File: config.mk
export PLATFORM = sky130hd
export DESIGN_NAME = sqt_ctrl
export DESIGN_NICKNAME = d
export VERILOG_FILES = /design/src/rtl/sqt_pkg.sv /design/src/rtl/sqt_trap_timer.sv /design/src/rtl/sqt_evt_cnt.sv /design/src/rtl/sqt_thread.sv /design/src/rtl/sqt_ctrl.sv
export SDC_FILE = /design/constraint.sdc
export NUM_CORES = 1
export LEC_CHECK = 0
export BUFFER_PORTS_ARGS = -buffer_cell sky130_fd_sc_hd__buf_2
export CORE_AREA = 2 2 257 259
export CTS_CLUSTER_SIZE = 16
export DETAILED_ROUTE_END_ITERATION = 7
export DIE_AREA = 0 0 259 261
export SYNTH_ARGS = -nofsm -noshare
export SYNTH_HDL_FRONTEND = slang
export SYNTH_SLANG_ARGS = --single-unit
File: constraint.sdc
create_clock -name clk -period 9.79 [get_ports clk]
set_input_delay 0.979 -clock clk [delete_from_list [all_inputs] [get_ports clk]]
set_output_delay 0.979 -clock clk [all_outputs]
set_load 0.05 [all_outputs]
File: src/rtl/sqt_pkg.sv
package sqt_pkg;
   localparam int ST_W = 3;

   typedef enum logic [ST_W-1:0] {
      ST_IDLE  = 3'd0,
      ST_RUN   = 3'd1,
      ST_ROBSQ = 3'd2,
      ST_TRAP  = 3'd3,
      ST_FTRAP = 3'd4
   } thr_st_e;
endpackage

File: src/rtl/sqt_trap_timer.sv
module sqt_trap_timer #(
   parameter int LAT_W = 8
) (
   input  logic             clk,
   input  logic             rst_n,
   input  logic [LAT_W-1:0] lat,
   input  logic             start,
   input  logic             clear,
   output logic             busy,
   output logic             fire
);
   logic [LAT_W-1:0] cnt_q;
   logic [LAT_W-1:0] load_val;

   // a zero latency is stretched to one cycle
   assign load_val = (lat == '0) ? LAT_W'(1) : lat;

   always_ff @(posedge clk) begin
      if (!rst_n) begin
         cnt_q <= '0;
         busy  <= 1'b0;
         fire  <= 1'b0;
      end else if (clear) begin
         cnt_q <= '0;
         busy  <= 1'b0;
         fire  <= 1'b0;
      end else if (start) begin
         cnt_q <= load_val;
         busy  <= 1'b1;
      end else if (cnt_q != '0) begin
         cnt_q <= cnt_q - LAT_W'(1);
         if (cnt_q == LAT_W'(1))
            fire <= 1'b1;
      end
   end


   start_arm_chk: assert property (@(posedge clk) disable iff (!rst_n)
      start |=> busy && !fire);


   fire_busy_chk: assert property (@(posedge clk) disable iff (!rst_n)
      $rose(fire) |-> $past(busy));
endmodule

File: src/rtl/sqt_evt_cnt.sv
module sqt_evt_cnt #(
   parameter int NIN   = 2,
   parameter int CNT_W = 16,
   parameter bit SAT   = 1'b0
) (
   input  logic             clk,
   input  logic             rst_n,
   input  logic [NIN-1:0]   evt,
   output logic [CNT_W-1:0] cnt_o
);
   localparam int INC_W = $clog2(NIN + 1);

   logic [INC_W-1:0] inc;
   logic [CNT_W:0]   sum;
   logic [CNT_W-1:0] nxt;

   always_comb begin
      inc = '0;
      for (int i = 0; i < NIN; i++)
         inc = inc + INC_W'(evt[i]);
   end

   assign sum = {1'b0, cnt_o} + (CNT_W+1)'(inc);

   generate
      if (SAT) begin : g_sat
         assign nxt = sum[CNT_W] ? '1 : sum[CNT_W-1:0];
      end else begin : g_wrap
         assign nxt = sum[CNT_W-1:0];
      end
   endgenerate

   always_ff @(posedge clk) begin
      if (!rst_n) cnt_o <= '0;
      else        cnt_o <= nxt;
   end


   cnt_cause_chk: assert property (@(posedge clk) disable iff (!rst_n)
      (cnt_o != $past(cnt_o)) |-> ($past(inc) != '0));
endmodule

File: src/rtl/sqt_thread.sv
module sqt_thread
   import sqt_pkg::*;
#(
   parameter int SEQ_W = 16,
   parameter int PC_W  = 32,
   parameter int UPC_W = 8
) (
   input  logic             clk,
   input  logic             rst_n,
   input  logic             disp_vld,
   input  logic [SEQ_W-1:0] disp_seq,
   input  logic             cmt_vld,
   input  logic [PC_W-1:0]  cmt_pc,
   input  logic [PC_W-1:0]  cmt_npc,
   input  logic [UPC_W-1:0] cmt_upc,
   input  logic             rob_empty,
   input  logic [SEQ_W-1:0] rob_head_seq,
   input  logic             rob_sq_done,
   input  logic             ex_vld,
   input  logic [SEQ_W-1:0] ex_seq,
   input  logic             ex_incl,
   input  logic             ex_mp,
   input  logic             ex_tk,
   input  logic [PC_W-1:0]  ex_pc,
   input  logic [PC_W-1:0]  ex_npc,
   input  logic [UPC_W-1:0] ex_upc,
   input  logic             trap_req,
   input  logic             ftrap_req,
   input  logic             ctx_req,
   input  logic             trap_busy,
   input  logic             trap_fire,
   output logic             trap_start,
   output logic             trap_clear,
   output logic [ST_W-1:0]  state_o,
   output logic             sq_o,
   output logic             robsq_o,
   output logic [SEQ_W-1:0] bound_o,
   output logic             mp_o,
   output logic             tk_o,
   output logic [PC_W-1:0]  pc_o,
   output logic [PC_W-1:0]  npc_o,
   output logic [UPC_W-1:0] upc_o,
   output logic [SEQ_W-1:0] youngest_o,
   output logic             done_o,
   output logic             mp_evt_o
);
   thr_st_e          state_q, state_d;
   logic [SEQ_W-1:0] youngest_q;
   logic [PC_W-1:0]  sv_pc_q, sv_npc_q;
   logic [UPC_W-1:0] sv_upc_q;
   logic             ctx_pend_q;

   logic             do_trap_sq, do_ctx_sq, sq_all, in_trap, ex_ok, run_ok;
   logic [SEQ_W-1:0] ex_bound, all_bound;

   assign in_trap    = (state_q == ST_TRAP) || (state_q == ST_FTRAP);
   assign run_ok     = (state_q == ST_RUN) || (state_q == ST_IDLE);

   // trap squash wins; a context change waits for the trap to clear
   assign do_trap_sq = trap_fire;
   assign do_ctx_sq  = ctx_pend_q && !trap_fire && !trap_busy;
   assign sq_all     = do_trap_sq || do_ctx_sq;

   // age filter against the youngest valid sequence number
   assign ex_ok      = ex_vld && !in_trap && !sq_all && (ex_seq <= youngest_q);
   assign ex_bound   = ex_incl ? (ex_seq - SEQ_W'(1)) : ex_seq;
   assign all_bound  = rob_empty ? '0 : (rob_head_seq - SEQ_W'(1));

   assign trap_start = (trap_req || ftrap_req) && run_ok && !trap_busy
                       && !sq_all && !ex_ok;
   assign trap_clear = do_trap_sq;
   assign mp_evt_o   = ex_ok && ex_mp;

   always_comb begin
      state_d = state_q;
      if (sq_all || ex_ok)
         state_d = ST_ROBSQ;
      else if (trap_start)
         state_d = trap_req ? ST_TRAP : ST_FTRAP;
      else begin
         case (state_q)
            ST_IDLE:  if (disp_vld)    state_d = ST_RUN;
            ST_ROBSQ: if (rob_sq_done) state_d = ST_RUN;
            default:  state_d = state_q;
         endcase
      end
   end

   always_ff @(posedge clk) begin
      if (!rst_n) begin
         state_q    <= ST_IDLE;
         youngest_q <= '0;
         sv_pc_q    <= '0;
         sv_npc_q   <= '0;
         sv_upc_q   <= '0;
         ctx_pend_q <= 1'b0;
         sq_o       <= 1'b0;
         bound_o    <= '0;
         mp_o       <= 1'b0;
         tk_o       <= 1'b0;
         pc_o       <= '0;
         npc_o      <= '0;
         upc_o      <= '0;
         done_o     <= 1'b0;
      end else begin
         state_q    <= state_d;
         ctx_pend_q <= (ctx_pend_q && !do_ctx_sq) || ctx_req;
         sq_o       <= sq_all || ex_ok;
         done_o     <= (state_q == ST_ROBSQ) && rob_sq_done && !sq_all && !ex_ok;

         if (cmt_vld) begin
            sv_pc_q  <= cmt_pc;
            sv_npc_q <= cmt_npc;
            sv_upc_q <= cmt_upc;
         end

         if (sq_all) begin
            youngest_q <= '0;
            bound_o    <= all_bound;
            mp_o       <= 1'b0;
            tk_o       <= 1'b0;
            pc_o       <= sv_pc_q;
            npc_o      <= sv_npc_q;
            upc_o      <= sv_upc_q;
         end else if (ex_ok) begin
            youngest_q <= ex_bound;
            bound_o    <= ex_bound;
            mp_o       <= ex_mp;
            tk_o       <= ex_tk;
            pc_o       <= ex_pc;
            npc_o      <= ex_npc;
            upc_o      <= ex_upc;
         end else if (disp_vld) begin
            youngest_q <= disp_seq;
         end
      end
   end

   assign state_o    = state_q;
   assign robsq_o    = (state_q == ST_ROBSQ);
   assign youngest_o = youngest_q;


   sq_robsq_chk: assert property (@(posedge clk) disable iff (!rst_n)
      sq_o |-> robsq_o);


   robsq_exit_chk: assert property (@(posedge clk) disable iff (!rst_n)
      ($past(state_q) == ST_ROBSQ && state_q == ST_RUN) |-> $past(rob_sq_done));


   trap_filter_chk: assert property (@(posedge clk) disable iff (!rst_n)
      (ex_vld && in_trap && !trap_fire && !disp_vld) |=> youngest_q == $past(youngest_q));


   trap_clear_chk: assert property (@(posedge clk) disable iff (!rst_n)
      trap_fire |=> sq_o && !trap_busy);
endmodule

File: src/rtl/sqt_ctrl.sv
module sqt_ctrl
   import sqt_pkg::*;
#(
   parameter int NTHR    = 2,
   parameter int SEQ_W   = 16,
   parameter int PC_W    = 32,
   parameter int UPC_W   = 8,
   parameter int LAT_W   = 8,
   parameter int CNT_W   = 16,
   parameter bit CNT_SAT = 1'b0
) (
   input  logic                    clk,
   input  logic                    rst_n,
   input  logic [LAT_W-1:0]        trap_lat,
   input  logic [NTHR-1:0]         disp_vld,
   input  logic [NTHR*SEQ_W-1:0]   disp_seq,
   input  logic [NTHR-1:0]         cmt_vld,
   input  logic [NTHR*PC_W-1:0]    cmt_pc,
   input  logic [NTHR*PC_W-1:0]    cmt_npc,
   input  logic [NTHR*UPC_W-1:0]   cmt_upc,
   input  logic [NTHR-1:0]         rob_empty,
   input  logic [NTHR*SEQ_W-1:0]   rob_head_seq,
   input  logic [NTHR-1:0]         rob_sq_done,
   input  logic [NTHR-1:0]         ex_sq_vld,
   input  logic [NTHR*SEQ_W-1:0]   ex_sq_seq,
   input  logic [NTHR-1:0]         ex_sq_incl,
   input  logic [NTHR-1:0]         ex_sq_mispred,
   input  logic [NTHR-1:0]         ex_sq_taken,
   input  logic [NTHR*PC_W-1:0]    ex_sq_pc,
   input  logic [NTHR*PC_W-1:0]    ex_sq_npc,
   input  logic [NTHR*UPC_W-1:0]   ex_sq_upc,
   input  logic [NTHR-1:0]         trap_req,
   input  logic [NTHR-1:0]         ftrap_req,
   input  logic [NTHR-1:0]         ctx_req,
   output logic [NTHR*ST_W-1:0]    thr_status,
   output logic [NTHR-1:0]         sq_out,
   output logic [NTHR-1:0]         robsq_out,
   output logic [NTHR*SEQ_W-1:0]   sq_bound,
   output logic [NTHR-1:0]         sq_mispred,
   output logic [NTHR-1:0]         sq_taken,
   output logic [NTHR*PC_W-1:0]    rd_pc,
   output logic [NTHR*PC_W-1:0]    rd_npc,
   output logic [NTHR*UPC_W-1:0]   rd_upc,
   output logic [NTHR*SEQ_W-1:0]   youngest_seq,
   output logic [NTHR-1:0]         trap_inflight,
   output logic [NTHR-1:0]         sq_done,
   output logic [CNT_W-1:0]        mispred_cnt
);
   initial begin
      assert (NTHR >= 1 && NTHR <= 64);
      assert (SEQ_W >= 2);
      assert (PC_W >= 1 && UPC_W >= 1);
      assert (LAT_W >= 1 && LAT_W <= 32);
      assert (CNT_W >= $clog2(NTHR + 1));
   end

   logic [NTHR-1:0] t_start, t_clear, t_busy, t_fire, mp_evt;

   generate
      for (genvar t = 0; t < NTHR; t++) begin : g_thr
         sqt_trap_timer #(.LAT_W(LAT_W)) u_tmr (
            .clk   (clk),
            .rst_n (rst_n),
            .lat   (trap_lat),
            .start (t_start[t]),
            .clear (t_clear[t]),
            .busy  (t_busy[t]),
            .fire  (t_fire[t])
         );

         sqt_thread #(.SEQ_W(SEQ_W), .PC_W(PC_W), .UPC_W(UPC_W)) u_thr (
            .clk          (clk),
            .rst_n        (rst_n),
            .disp_vld     (disp_vld[t]),
            .disp_seq     (disp_seq[t*SEQ_W +: SEQ_W]),
            .cmt_vld      (cmt_vld[t]),
            .cmt_pc       (cmt_pc[t*PC_W +: PC_W]),
            .cmt_npc      (cmt_npc[t*PC_W +: PC_W]),
            .cmt_upc      (cmt_upc[t*UPC_W +: UPC_W]),
            .rob_empty    (rob_empty[t]),
            .rob_head_seq (rob_head_seq[t*SEQ_W +: SEQ_W]),
            .rob_sq_done  (rob_sq_done[t]),
            .ex_vld       (ex_sq_vld[t]),
            .ex_seq       (ex_sq_seq[t*SEQ_W +: SEQ_W]),
            .ex_incl      (ex_sq_incl[t]),
            .ex_mp        (ex_sq_mispred[t]),
            .ex_tk        (ex_sq_taken[t]),
            .ex_pc        (ex_sq_pc[t*PC_W +: PC_W]),
            .ex_npc       (ex_sq_npc[t*PC_W +: PC_W]),
            .ex_upc       (ex_sq_upc[t*UPC_W +: UPC_W]),
            .trap_req     (trap_req[t]),
            .ftrap_req    (ftrap_req[t]),
            .ctx_req      (ctx_req[t]),
            .trap_busy    (t_busy[t]),
            .trap_fire    (t_fire[t]),
            .trap_start   (t_start[t]),
            .trap_clear   (t_clear[t]),
            .state_o      (thr_status[t*ST_W +: ST_W]),
            .sq_o         (sq_out[t]),
            .robsq_o      (robsq_out[t]),
            .bound_o      (sq_bound[t*SEQ_W +: SEQ_W]),
            .mp_o         (sq_mispred[t]),
            .tk_o         (sq_taken[t]),
            .pc_o         (rd_pc[t*PC_W +: PC_W]),
            .npc_o        (rd_npc[t*PC_W +: PC_W]),
            .upc_o        (rd_upc[t*UPC_W +: UPC_W]),
            .youngest_o   (youngest_seq[t*SEQ_W +: SEQ_W]),
            .done_o       (sq_done[t]),
            .mp_evt_o     (mp_evt[t])
         );


         prio_chk: assert property (@(posedge clk) disable iff (!rst_n)
            $fell(t_busy[t]) |-> sq_out[t]);
      end
   endgenerate

   assign trap_inflight = t_busy;

   sqt_evt_cnt #(.NIN(NTHR), .CNT_W(CNT_W), .SAT(CNT_SAT)) u_mpcnt (
      .clk   (clk),
      .rst_n (rst_n),
      .evt   (mp_evt),
      .cnt_o (mispred_cnt)
   );


   reset_idle_chk: assert property (@(posedge clk)
      $past(!rst_n) |-> (sq_out == '0 && trap_inflight == '0));
endmodule

# Word level (Yosys, flattened, before mapping)
# Cells that the tools add are included.
# totals
out_inout_bits,242
wordCells,190
in_bits,416
regBits,404
# classes
mux,43
addsub,8
n_reduce_logical,79
bitwise,3
magnitude_cmp,2
eq_ne,18
# ops
cell,n
$mux 32,8
$mux 16,12
$mux 8,9
$sub 16x1->16 const B,4
$le 16x16->1,2
$logic_and 1x1->1,28
$mux 3,8
$add 16x2->16,1
$eq 8x1->1 const B,2
$ne 4x3->1 const B,4
$reduce_bool 8->1,2
$sub 8x1->8 const B,2
$eq 3x2->1 const B,4
$logic_not 1->1,12
$logic_or 1x1->1,12
$ne 3x2->1 const B,4
$pmux 3 s2,2
$reduce_and 3->1,4
$reduce_bool 2->1,6
$reduce_or 2->1,6
$logic_not 8->1,1
$reduce_bool 4->1,2
$reduce_or 4->1,2
$eq 3x1->1 const B,2
other kinds (7),14

# Longest topological paths before layout
# Gate-level depths: netlist of run 1.
# logic_depth
depth_word,11
ltp_mapped,17

# Modules after synthesis
# Synthesis of run 1 repeated with hierarchy kept, for this count alone.
# hier_totals
hier_cells,2166
hier_area_um2,18926.9
# by_module_without_submodules
mod,cells_per_inst,instances,area_per_inst_um2
sqt_thread at g_thr[0].u_thr,971,1,8614.5
sqt_thread at g_thr[1].u_thr,984,1,8471.9
sqt_trap_timer,63,2,538.0
sqt_evt_cnt,85,1,764.5

# Least setup slack after synthesis of run 1
# OpenSTA, ideal clock, no wires.
# synth_timing
path_kind,input-to-reg
start,input ex_sq_seq[31]
end,register u_mpcnt.cnt_o[6]
setup_slack_ps,5720
arrival_time_ps,3942
setup_ps,128
required_time_ps,9662
stages,16
n_path_buf,3
cell_sequence,ha_1 > nand4_1 > nor4_2 > a21bo_2 > and4_1 > buf_2 > clkbuf_1 > o21ai_0 > inv_1 > fa_1 > ha_1 > and2_1 > clkbuf_1 > nand4_1 > xor2_1 > nor2_1
# synth_via
elab_chain_cells,5
# synth_rtl
item,line,rtl
start: declaration,sqt_ctrl.sv:25,"input logic [NTHR*SEQ_W-1:0] ex_sq_seq,"
$le 16x16->1,sqt_thread.sv:65,assign ex_ok = ex_vld && !in_trap && !sq_all && (ex_seq <= youngest_q);
$logic_and 1x1->1,sqt_thread.sv:65,
$logic_and 1x1->1,sqt_thread.sv:72,assign mp_evt_o = ex_ok && ex_mp;
$add 1x1->2,sqt_evt_cnt.sv:20,inc = inc + INC_W'(evt[i]);
$add 16x2->16,sqt_evt_cnt.sv:23,"assign sum = {1'b0, cnt_o} + (CNT_W+1)'(inc);"
end signal: assignment,sqt_evt_cnt.sv:35,else cnt_o <= nxt;
end: declaration,sqt_evt_cnt.sv:9,output logic [CNT_W-1:0] cnt_o
# Every way passes these cells.
# A chain may end at the register's enable or synchronous reset.

# Final worst setup path of run 1
# layout_timing
start,input ex_sq_seq[31]
end,register u_mpcnt.cnt_o[12]
# Same word-level chain as after synthesis.

==> metrics.yaml, run 1 <==
r2r_slack_ps: 5810
utilization_pct: 36.2
cts_tree: "yes"
syn_inst: 1813
synth_nets: 2273
worstSetupStartpointType: "input port"
grt_pass1_vias: 15300
synth.top_cell.area_share_pct: 44.9
dieArea_um2: 67600
fin_nets: 2868
cts.clk_slew.worst_paths_ps: 60
worst_pin_slew_ps: 1040
setup-violations-final: 0
synth.area.top_cells: "dfxtp_1 (45%), mux2i_1 (18%), o2bb2ai_1 (7.4%)"
synth_area_um2: 18000
yosys_warnings: 0
wl_um: 64500
clock-sinks: 404
seqCellArea_um2: 8090
status: "finished clean"
num-fill-cells: 6726
grt_usage_pct: 18.0
finalSetupTns_ps: 0
gp_congestion: 0.904
rsz0062_at_grt: "false"
drive_gt1_share_pct: 31.2
synth_seq_area_share_pct: 44.9
synthFlopType: "dfxtp_1"
clk_path_buf_depth: 3
critPathRequiredTime_ps: 10200
synth_top_area_cell: "dfxtp_1"
htreeDepth: 2
placed_area_um2: 22000
ir_drop_mv: 0.148
rows: 94
ios: 658
cap_violations: 0
setup.worst_path.class: "in2reg"
cp-end-kind: "register"
postSynth.asyncResetShare_pct: 0
hold_viol: 0
multi_input_area_um2: 9190
final_cell_area_um2: 23600
core_area_um2: 65000
ys_seq_elements: 404
clock_latency_ps: 580
synth-edff-count: 0
pwr_density_cell_nw_per_um2: 231
routed_via_density: 4.77
grt.overflow.total: 0
detail-route-antenna-nets: 0
io_buffers: 657
initial_utilization_pct: 27.7
area.growth.synth_to_final_pct: 30.8
hold_buffers: 0
worstPathMaxFanout: 16
synth_most_common_cell: "dfxtp_1"
post_cts_buffers: 0
detail_route.iter0.violations: 915
timing.final.crit_share_pct: 42.0
drc: 0
fmax_mhz: 243
finalWorstPathRequiredPeriod_ps: 4110
numCtsBuffers: 47
p_leak_nw: 11.3
drv_slew: 0
ys_types: 62
worst_ep_arrival_time_ps: 4520
clock_skew_ps: 34.9
slew_headroom_pct: 30.6
cts_root_buffer: "clkbuf_16"
cts_resized: 0
postSynthAreaPerCell_um2: 9.94
min_path_type: "reg2reg"
hold_ws_ps: 453
grt_pass1_wl_um: 94100
fp.dieH_um: 261
grt_max_degree: 86
die_w_um: 259
routedWlPerCell_um: 19.5
antenna_found_initial: 16
dr_total_vias: 15800
dp_hpwl_um: 47900
drt_pre_antenna_iters: 5
yosys-top-cells-count: "dfxtp_1 (404), mux2i_1 (325), nor2_1 (215)"
[metrics by stage]
step / cells / power [W] / setup WS (ps)
after CTS: 3304 / 0.00549 / 5730
after floorplan: 1813 / 0.00321 / 5720
after detailed placement: 3223 / 0.00368 / 5120
final: 3317 / 0.00544 / 5680
after global routing: 3314 / 0.00569 / 5470
after global placement: 3223 / 0.00368 / 5210
[registers in the layout (all words and copies together), names as in the netlist, 16 cells and up]
name and count:
u_mpcnt.cnt_o 16, g_thr.u_thr.npc_o 64, g_thr.u_thr.sv_npc_q 64, g_thr.u_thr.upc_o 16, g_thr.u_tmr.cnt_q 16, g_thr.u_thr.sv_pc_q 64
g_thr.u_thr.pc_o 64, g_thr.u_thr.sv_upc_q 16, g_thr.u_thr.bound_o 32, g_thr.u_thr.youngest_o 32
[path summary, 6_finish.rpt]
path                                               startpoint             endpoint  cells past startpoint
worst max-delay path                            ex_sq_seq[31]    u_mpcnt.cnt_o[12]                     14
worst min-delay path                      g_thr[0].u_thr.tk_o  g_thr[0].u_thr.tk_o                      2
worst max register to register  g_thr[1].u_thr.youngest_o[15]    u_mpcnt.cnt_o[12]                     14
worst min register to register            g_thr[0].u_thr.tk_o  g_thr[0].u_thr.tk_o                      2
[area by class of cell]
cell class | count | area share, %
inverter | 54 | 0.882
clock buffer | 62 | 5.53
antenna | 13 | 0.138
tap | 864 | 4.59
timing repair buffer | 672 | 14.5
clock inverter | 19 | 1.08
sequential | 404 | 34.3
multi-input combinational | 1229 | 39.0
[power by group]
group | switching [W] | internal, W | leakage (nW)
sequential | 0.000141 | 0.00186 | 3.32
clock | 0.000725 | 0.00107 | 0.764
combinational | 0.00114 | 0.000514 | 7.24
[logic make-up (layout without fill, tap and decap cells)]
| logic type | Yosys count | count (layout) | share of synthesized area, % |
|---|---|---|---|
| AOI/OAI and AO/OA | 321 | 321 | 13.7 |
| adders and majority gates | 44 | 44 | 3.10 |
| buffers and inverters | 180 | 807 | 4.28 |
| muxes | 326 | 326 | 18.1 |
| DFF | 404 | 404 | 44.9 |
| and+or+nand+nor | 460 | 460 | 12.1 |
| xor gates and xnor gates | 78 | 78 | 3.79 |
| other | 0 | 13 | 0 |
[placed cells by master, fill, tap and decap left out, drive strengths merged, types with 6 or more instances in the layout]
| cell | Yosys | final |
|---|---|---|
| buf | 60 | 672 |
| dfxtp | 404 | 404 |
| mux2i | 325 | 325 |
| nor2 | 215 | 215 |
| o2bb2ai | 152 | 152 |
| nand2 | 62 | 62 |
| clkbuf | 66 | 62 |
| inv | 53 | 55 |
| a21oi | 54 | 54 |
| ha | 43 | 43 |
| xor2 | 41 | 41 |
| xnor2 | 37 | 37 |
| nand3 | 35 | 35 |
| nor3 | 33 | 33 |
| a211oi | 32 | 32 |
| nor4 | 26 | 26 |
| nand4 | 22 | 22 |
| o21ai | 22 | 22 |
| nand2b | 16 | 16 |
| diode | 0 | 13 |
| clkinv | 1 | 11 |
| o211ai | 8 | 8 |
| or3 | 8 | 8 |
| o41ai | 7 | 7 |
| and2 | 7 | 7 |
| and3 | 6 | 6 |
| o221ai | 6 | 6 |
| or4 | 6 | 6 |
| nor4b | 6 | 6 |
[critical path, stage by stage]
cell     delay, ps
buf_2          110
ha_1           320
nand4_1        210
nor4_2         370
a21bo_2        270
and4_1         420
o21ai_0        350
inv_1          150
fa_1           500
ha_1           260
and2_1         240
nand3_1        120
xor2_1         150
nor2_1          50
[metal layers]
layer	wire length, µm	up-vias	track usage (%)
li1	-	7740	-
met5	45	-	0
met4	1960	8	7.06
met2	30500	540	29.1
met1	27400	7429	22.9
met3	4620	107	4.65
No activity file was read; power rests on OpenSTA's default activity.
==> inputs of run 2 (changes only) <==
==> constraint.sdc (replaced) <==
create_clock -name clk -period 4.1 [get_ports clk]
set_input_delay 0.41 -clock clk [delete_from_list [all_inputs] [get_ports clk]]
set_output_delay 0.41 -clock clk [all_outputs]
set_load 0.05 [all_outputs]
==> run 2 against run 1 <==
Effect of this change:
- setup slack got worse by 5200 ps
- clock power increased by 130%
- flip-flop and latch count did not move
- combinational power increased by 140%
- sequential power up 140%
- sequential share of layout area is 0.17 points lower
- routed wire length rose by 0.11%
- core utilization grew 0.18 points
- total power rose by 140%
- critical path type is now reg2reg
==> metrics.yaml, run 2 (synthesis results as in run 1) <==
clk_path_buf_depth: 3  # unchanged
cts_tree: "yes"  # unchanged
initial_utilization_pct: 27.7  # unchanged
critPathRequiredTime_ps: 4530  # was 10,200 ps
use_met3_pct: 4.89  # was 4.65%
cap_violations: 0  # unchanged
final_common_cell: "buf_2"  # unchanged
dr_total_vias: 15900  # was 15,800
drv_slew: 0  # unchanged
fin_nets: 2877  # was 2,868
drive_gt1_share_pct: 31.5  # was 31.2%
hold_viol: 0  # unchanged
cts.clk_slew.worst_paths_ps: 60  # about the same
dp_cells: 3233  # was 3,223
cp_num_buf_inv: 2  # unchanged
grt.overflow.total: 0  # unchanged
worst_ep_arrival_time_ps: 4020  # was 4520 ps
timing.final.crit_share_pct: 87.6
crit_family: "simple AND/OR/NAND/NOR gates"  # unchanged
die_w_um: 259  # unchanged
cp-end-kind: "register"  # unchanged
area.growth.synth_to_final_pct: 31.4  # was 30.8%
core_area_um2: 65000  # unchanged
drt_pre_antenna_iters: 5  # unchanged
grt_pass1_vias: 15400  # was 15,300
gp_congestion: 0.925  # was 0.904
dieArea_um2: 67600  # unchanged
slowest_stage: "fa_1"  # unchanged
instances_no_fill: 3332  # was 3,317
routed_via_density: 4.76  # was 4.77
clock-sinks: 404  # unchanged
final_cell_mix: "buf_2 (655), dfxtp_1 (404), mux2i_1 (325)"  # unchanged
grt_busiest_layer: "met2"  # unchanged
dp_hpwl_um: 48700  # was 47,900 µm
grt_usage_pct: 18.0  # about the same
routedWlPerCell_um: 19.4  # was 19.5 µm
grt_util_met2_pct: 29.6  # was 29.1%
hold_ws_ps: 71.6  # was 453 ps
worstSetupStartpointType: "register"  # was input port
utilization_pct: 36.4  # was 36.2%
r2r_slack_ps: 510  # was 5810 ps
finalSetupTns_ps: 0  # unchanged
min_path_type: "in2reg"  # was reg2reg
setup.worst_path.class: "reg2reg"  # was in2reg
slew_headroom_pct: 37.1  # was 30.6%
finalWorstPathRequiredPeriod_ps: 3590
max_stage_delay_ps: 480  # was 500 ps
clock_skew_ps: 17.0  # was 34.9 ps
ios: 658  # unchanged
cts_root_buffer: "clkbuf_16"  # unchanged
io_buffers: 657  # unchanged
wl_um: 64600  # was 64,500 µm
worst_pin_slew_ps: 943  # was 1040 ps
antenna_found_initial: 23  # was 16
ir_drop_mv: 0.318  # was 0.148 mV
drc: 0  # unchanged
detail_route.iter0.violations: 885  # was 915
grt_use_met1_pct: 22.6  # was 22.9%
hold_buffers: 0  # unchanged
grt_max_degree: 78  # was 86
numCtsBuffers: 46  # was 47
setup-violations-final: 0  # unchanged
rsz0062_at_grt: "false"  # unchanged
status: "finished clean"  # unchanged
detail-route-antenna-nets: 0  # unchanged
pwr_density_cell_nw_per_um2: 546  # was 231 nW/µm²
htreeDepth: 2  # unchanged
cts_resized: 0  # unchanged
rows: 94  # unchanged
worstPathMaxFanout: 6  # was 16
post_cts_buffers: 0  # unchanged
crit_chain: "inv_1 -> ha_1 -> nand4_1 -> nor4_2 -> a21bo_2 -> and4_1 -> o21ai_0 -> inv_1 -> fa_1 -> ha_1 -> and2_1 -> nand4_1 -> xor2_1 -> nor2_1"  # was buf_2 -> ha_1 -> nand4_1 -> nor4_2 -> a21bo_2 -> and4_1 -> o21ai_0 -> inv_1 -> fa_1 -> ha_1 -> and2_1 -> nand3_1 -> xor2_1 -> nor2_1
clock_latency_ps: 570  # was 580 ps
p_leak_nw: 11.4  # was 11.3 nW
fmax_mhz: 279
grt_pass1_wl_um: 94600  # was 94,100 µm
fp.dieH_um: 261  # unchanged
-- run 2: final timing paths --
check / start / end / cells past startpoint
worst max-delay path: g_thr[1].u_thr.youngest_o[15] / u_mpcnt.cnt_o[10] / 14
worst min-delay path: cmt_npc[32] / g_thr[1].u_thr.sv_npc_q[0] / 3
worst max register to register: g_thr[1].u_thr.youngest_o[15] / u_mpcnt.cnt_o[10] / 14
worst min register to register: g_thr[0].u_thr.npc_o[25] / g_thr[0].u_thr.npc_o[25] / 1
-- run 2: per-layer routing --
metal	wire [µm]	share of wire, %
met1	27100	42
met2	30600	47
met3	4680	7.2
met4	2160	3.3
met5	63	0.098
-- run 2: power by group --
group          total, W  switching (W)  internal, W
clock           0.00417        0.00173      0.00244
combinational   0.00401        0.00274      0.00126
sequential      0.00475       0.000317      0.00443
total            0.0129        0.00479      0.00813
-- run 2: layout make-up --
class | instances | area, µm²
antenna | 17 | 42.5
clock buffer | 74 | 1460
clock inverter | 8 | 71.3
fill | 6706 | 41400
inverter | 54 | 208
multi-input combinational | 1229 | 9190
sequential | 404 | 8090
tap | 864 | 1080
timing repair buffer | 682 | 3540
-- run 2: worst register-to-register path, delay by kind of cell (launching register included) --
family / cells / cell delay, ps
DFF: 1 / 340
buffers and inverters: 2 / 210
adders and majority gates: 3 / 1020
AOI/OAI and AO/OA: 2 / 580
and+or+nand+nor: 6 / 1140
xor gates and xnor gates: 1 / 160
-- run 2: through the flow --
stage	total power [W]	worst slack (ps)	area [µm²]
after global placement	0.00882	425	22100
after CTS	0.0131	490	23600
final	0.0129	510	23700
after detailed placement	0.00883	330	22100
after global routing	0.0135	186	23700
after floorplan	0.00766	274	18000
==> inputs of run 3 (changes only) <==
--- a/config.mk
+++ b/config.mk
@@ -10,6 +10,7 @@
 export CTS_CLUSTER_SIZE = 16
 export DETAILED_ROUTE_END_ITERATION = 7
 export DIE_AREA = 0 0 259 261
+export GPL_TIMING_DRIVEN = 0
 export SYNTH_ARGS = -nofsm -noshare
 export SYNTH_HDL_FRONTEND = slang
 export SYNTH_SLANG_ARGS = --single-unit
==> run 3 against run 2 <==
Effect of this change:
- register-to-register slack got worse by 150 ps
- largest cell class unchanged
- flip-flop and latch count unchanged
- via count up 3.1%
- clock-buffer cell count fell by 5
- cell count increased by 2.8%
- combinational power increased by 2%
- total power grew 3.0%
- worst hold slack got worse by 23 ps
==> metrics.yaml, run 3 (synthesis results as in run 1) <==
fmax_mhz: 267  # was 279 MHz
dp_hpwl_um: 56200  # was 48,700 µm
finalWorstPathRequiredPeriod_ps: 3740  # was 3590 ps
cts_tree: "yes"  # unchanged
grt_max_degree: 17  # was 78
max_stage_delay_ps: 550  # was 480 ps
setup-violations-final: 0  # unchanged
drv_slew: 0  # unchanged
hold_buffers: 0  # unchanged
grt_pass1_vias: 15700  # was 15,400
antenna_found_initial: 26  # was 23
setup_ws_ps: 357  # was 510 ps
io_buffers: 653  # was 657
slew_headroom_pct: 33.1  # was 37.1%
clock_latency_ps: 590  # was 570 ps
critPathRequiredTime_ps: 4540  # was 4530 ps
worst_pin_slew_ps: 1000  # was 943 ps
totalPowerFinal_w: 0.0133  # was 0.0129 W
die_w_um: 259  # unchanged
final_cell_mix: "buf_2 (686), dfxtp_1 (404), mux2i_1 (325)"  # was buf_2 (655), dfxtp_1 (404), mux2i_1 (325)
rows: 94  # unchanged
cp_num_buf_inv: 4  # was 2
detail_route.iter0.violations: 931  # was 885
timing.final.crit_share_pct: 91.3  # was 87.6%
min_path_type: "in2reg"  # unchanged
worstSetupStartpointType: "register"  # unchanged
cts_root_buffer: "clkbuf_16"  # unchanged
grt_pass1_wl_um: 99900  # was 94,600 µm
clk_path_buf_depth: 3  # unchanged
clock-sinks: 404  # unchanged
ir_drop_mv: 0.365  # was 0.318 mV
dr_total_vias: 16400  # was 15,900
htreeDepth: 2  # unchanged
cp-end-kind: "register"  # unchanged
pwr_density_cell_nw_per_um2: 554  # was 546 nW/µm²
p_leak_nw: 11.6  # was 11.4 nW
cap_violations: 0  # unchanged
detail-route-antenna-nets: 0  # unchanged
routed_via_density: 4.78  # was 4.76
initial_utilization_pct: 27.7  # unchanged
rsz0062_at_grt: "false"  # unchanged
drive_gt1_share_pct: 30.9  # was 31.5%
cts.clk_slew.worst_paths_ps: 60  # about the same
worstPathMaxFanout: 10  # was 6
crit_family: "simple AND/OR/NAND/NOR gates"  # unchanged
ios: 658  # unchanged
status: "finished clean"  # unchanged
fin_nets: 2974  # was 2,877
worst_ep_arrival_time_ps: 4190  # was 4020 ps
clock_skew_ps: 36.3  # was 17.0 ps
wl_um: 69900  # was 64,600 µm
grt.overflow.total: 0  # unchanged
dieArea_um2: 67600  # unchanged
drc: 0  # unchanged
drt_pre_antenna_iters: 5  # unchanged
crit_chain: "inv_1 -> ha_1 -> nand4_1 -> or3_1 -> or4_1 -> o31ai_4 -> buf_4 -> nand2_1 -> inv_1 -> fa_1 -> and3_1 -> clkbuf_1 -> nand4_1 -> xor2_1 -> nor2_1"  # was inv_1 -> ha_1 -> nand4_1 -> nor4_2 -> a21bo_2 -> and4_1 -> o21ai_0 -> inv_1 -> fa_1 -> ha_1 -> and2_1 -> nand4_1 -> xor2_1 -> nor2_1
hold_viol: 0  # unchanged
setup.worst_path.class: "reg2reg"  # unchanged
pre_cts_slack_ps: -359  # was 330 ps
numCtsBuffers: 48  # was 46
grt_usage_pct: 19.5  # was 18.0%
gp_congestion: 0.894  # was 0.925
slowest_stage: "or4_1"  # was fa_1
final_common_cell: "buf_2"  # unchanged
core_area_um2: 65000  # unchanged
routedWlPerCell_um: 20.4  # was 19.4 µm
area.growth.synth_to_final_pct: 33.5  # was 31.4%
fp.dieH_um: 261  # unchanged
==> run 3: timing repair <==
action | CTS | global route
pin swaps | 0 | 3
endpoints found under the setup margin | 12 | 9
gates cloned | 0 | 0
gates resized for setup | 1 | 3
setup buffers | 0 | 0
==> run 3: per-stage QoR <==
stage	hold slack (ps)	instance area (µm²)	utilization, %	TNS (ps)	instances
6_report	48.9	24000	37.0	0	3425
5_1_grt	30.2	24000	37.0	0	3424
4_1_cts	15.2	24000	36.9	0	3412
3_5_place_dp	441	22400	34.4	-3000	3330
3_3_place_gp	440	22400	34.4	-2460	3330
2_1_floorplan	432	18000	-	0	1813
==> run 3: area by class of cell <==
type | instances | area (µm²)
clock buffer | 69 | 1420
clock inverter | 14 | 219
buffer | 124 | 563
sequential | 404 | 8090
tap | 864 | 1080
timing repair buffer | 653 | 3270
multi-input combinational | 1229 | 9170
fill | 6705 | 41000
antenna | 14 | 35.0
inverter | 54 | 203
==> run 3: final timing paths <==
check	startpoint	endpoint	slack [ps]	depth (start not counted)
max reg2reg	g_thr[0].u_thr.youngest_o[13]	u_mpcnt.cnt_o[15]	360	15
max	g_thr[0].u_thr.youngest_o[13]	u_mpcnt.cnt_o[15]	360	15
min reg2reg	g_thr[1].u_thr.upc_o[0]	g_thr[1].u_thr.upc_o[0]	450	1
min	cmt_npc[28]	g_thr[0].u_thr.sv_npc_q[28]	50	3
==> run 3: where the power goes <==
group | total, W | leakage (nW) | internal, W | switching [W]
registers | 0.00477 | 3.32 | 0.00443 | 0.000342
logic | 0.00410 | 7.44 | 0.00128 | 0.00282
clock network | 0.00444 | 0.804 | 0.00266 | 0.00178
==> run 3: worst reg2reg max path, cell delays in order (launching register included) <==
cell and delay [ps]:
dfxtp_1 360, inv_1 70, ha_1 290, nand4_1 140
or3_1 410, or4_1 550, o31ai_4 160, buf_4 280
nand2_1 100, inv_1 190, fa_1 250, and3_1 150
clkbuf_1 300, nand4_1 170, xor2_1 170, nor2_1 50
==> run 3: layer usage <==
metal,vias to the layer above,global-route usage (%),wire (µm)
met2,543,32.0,32900
met3,121,4.83,4720
met5,-,0,90
li1,7952,-,-
met1,7733,24.9,30100
met4,14,6.97,2060
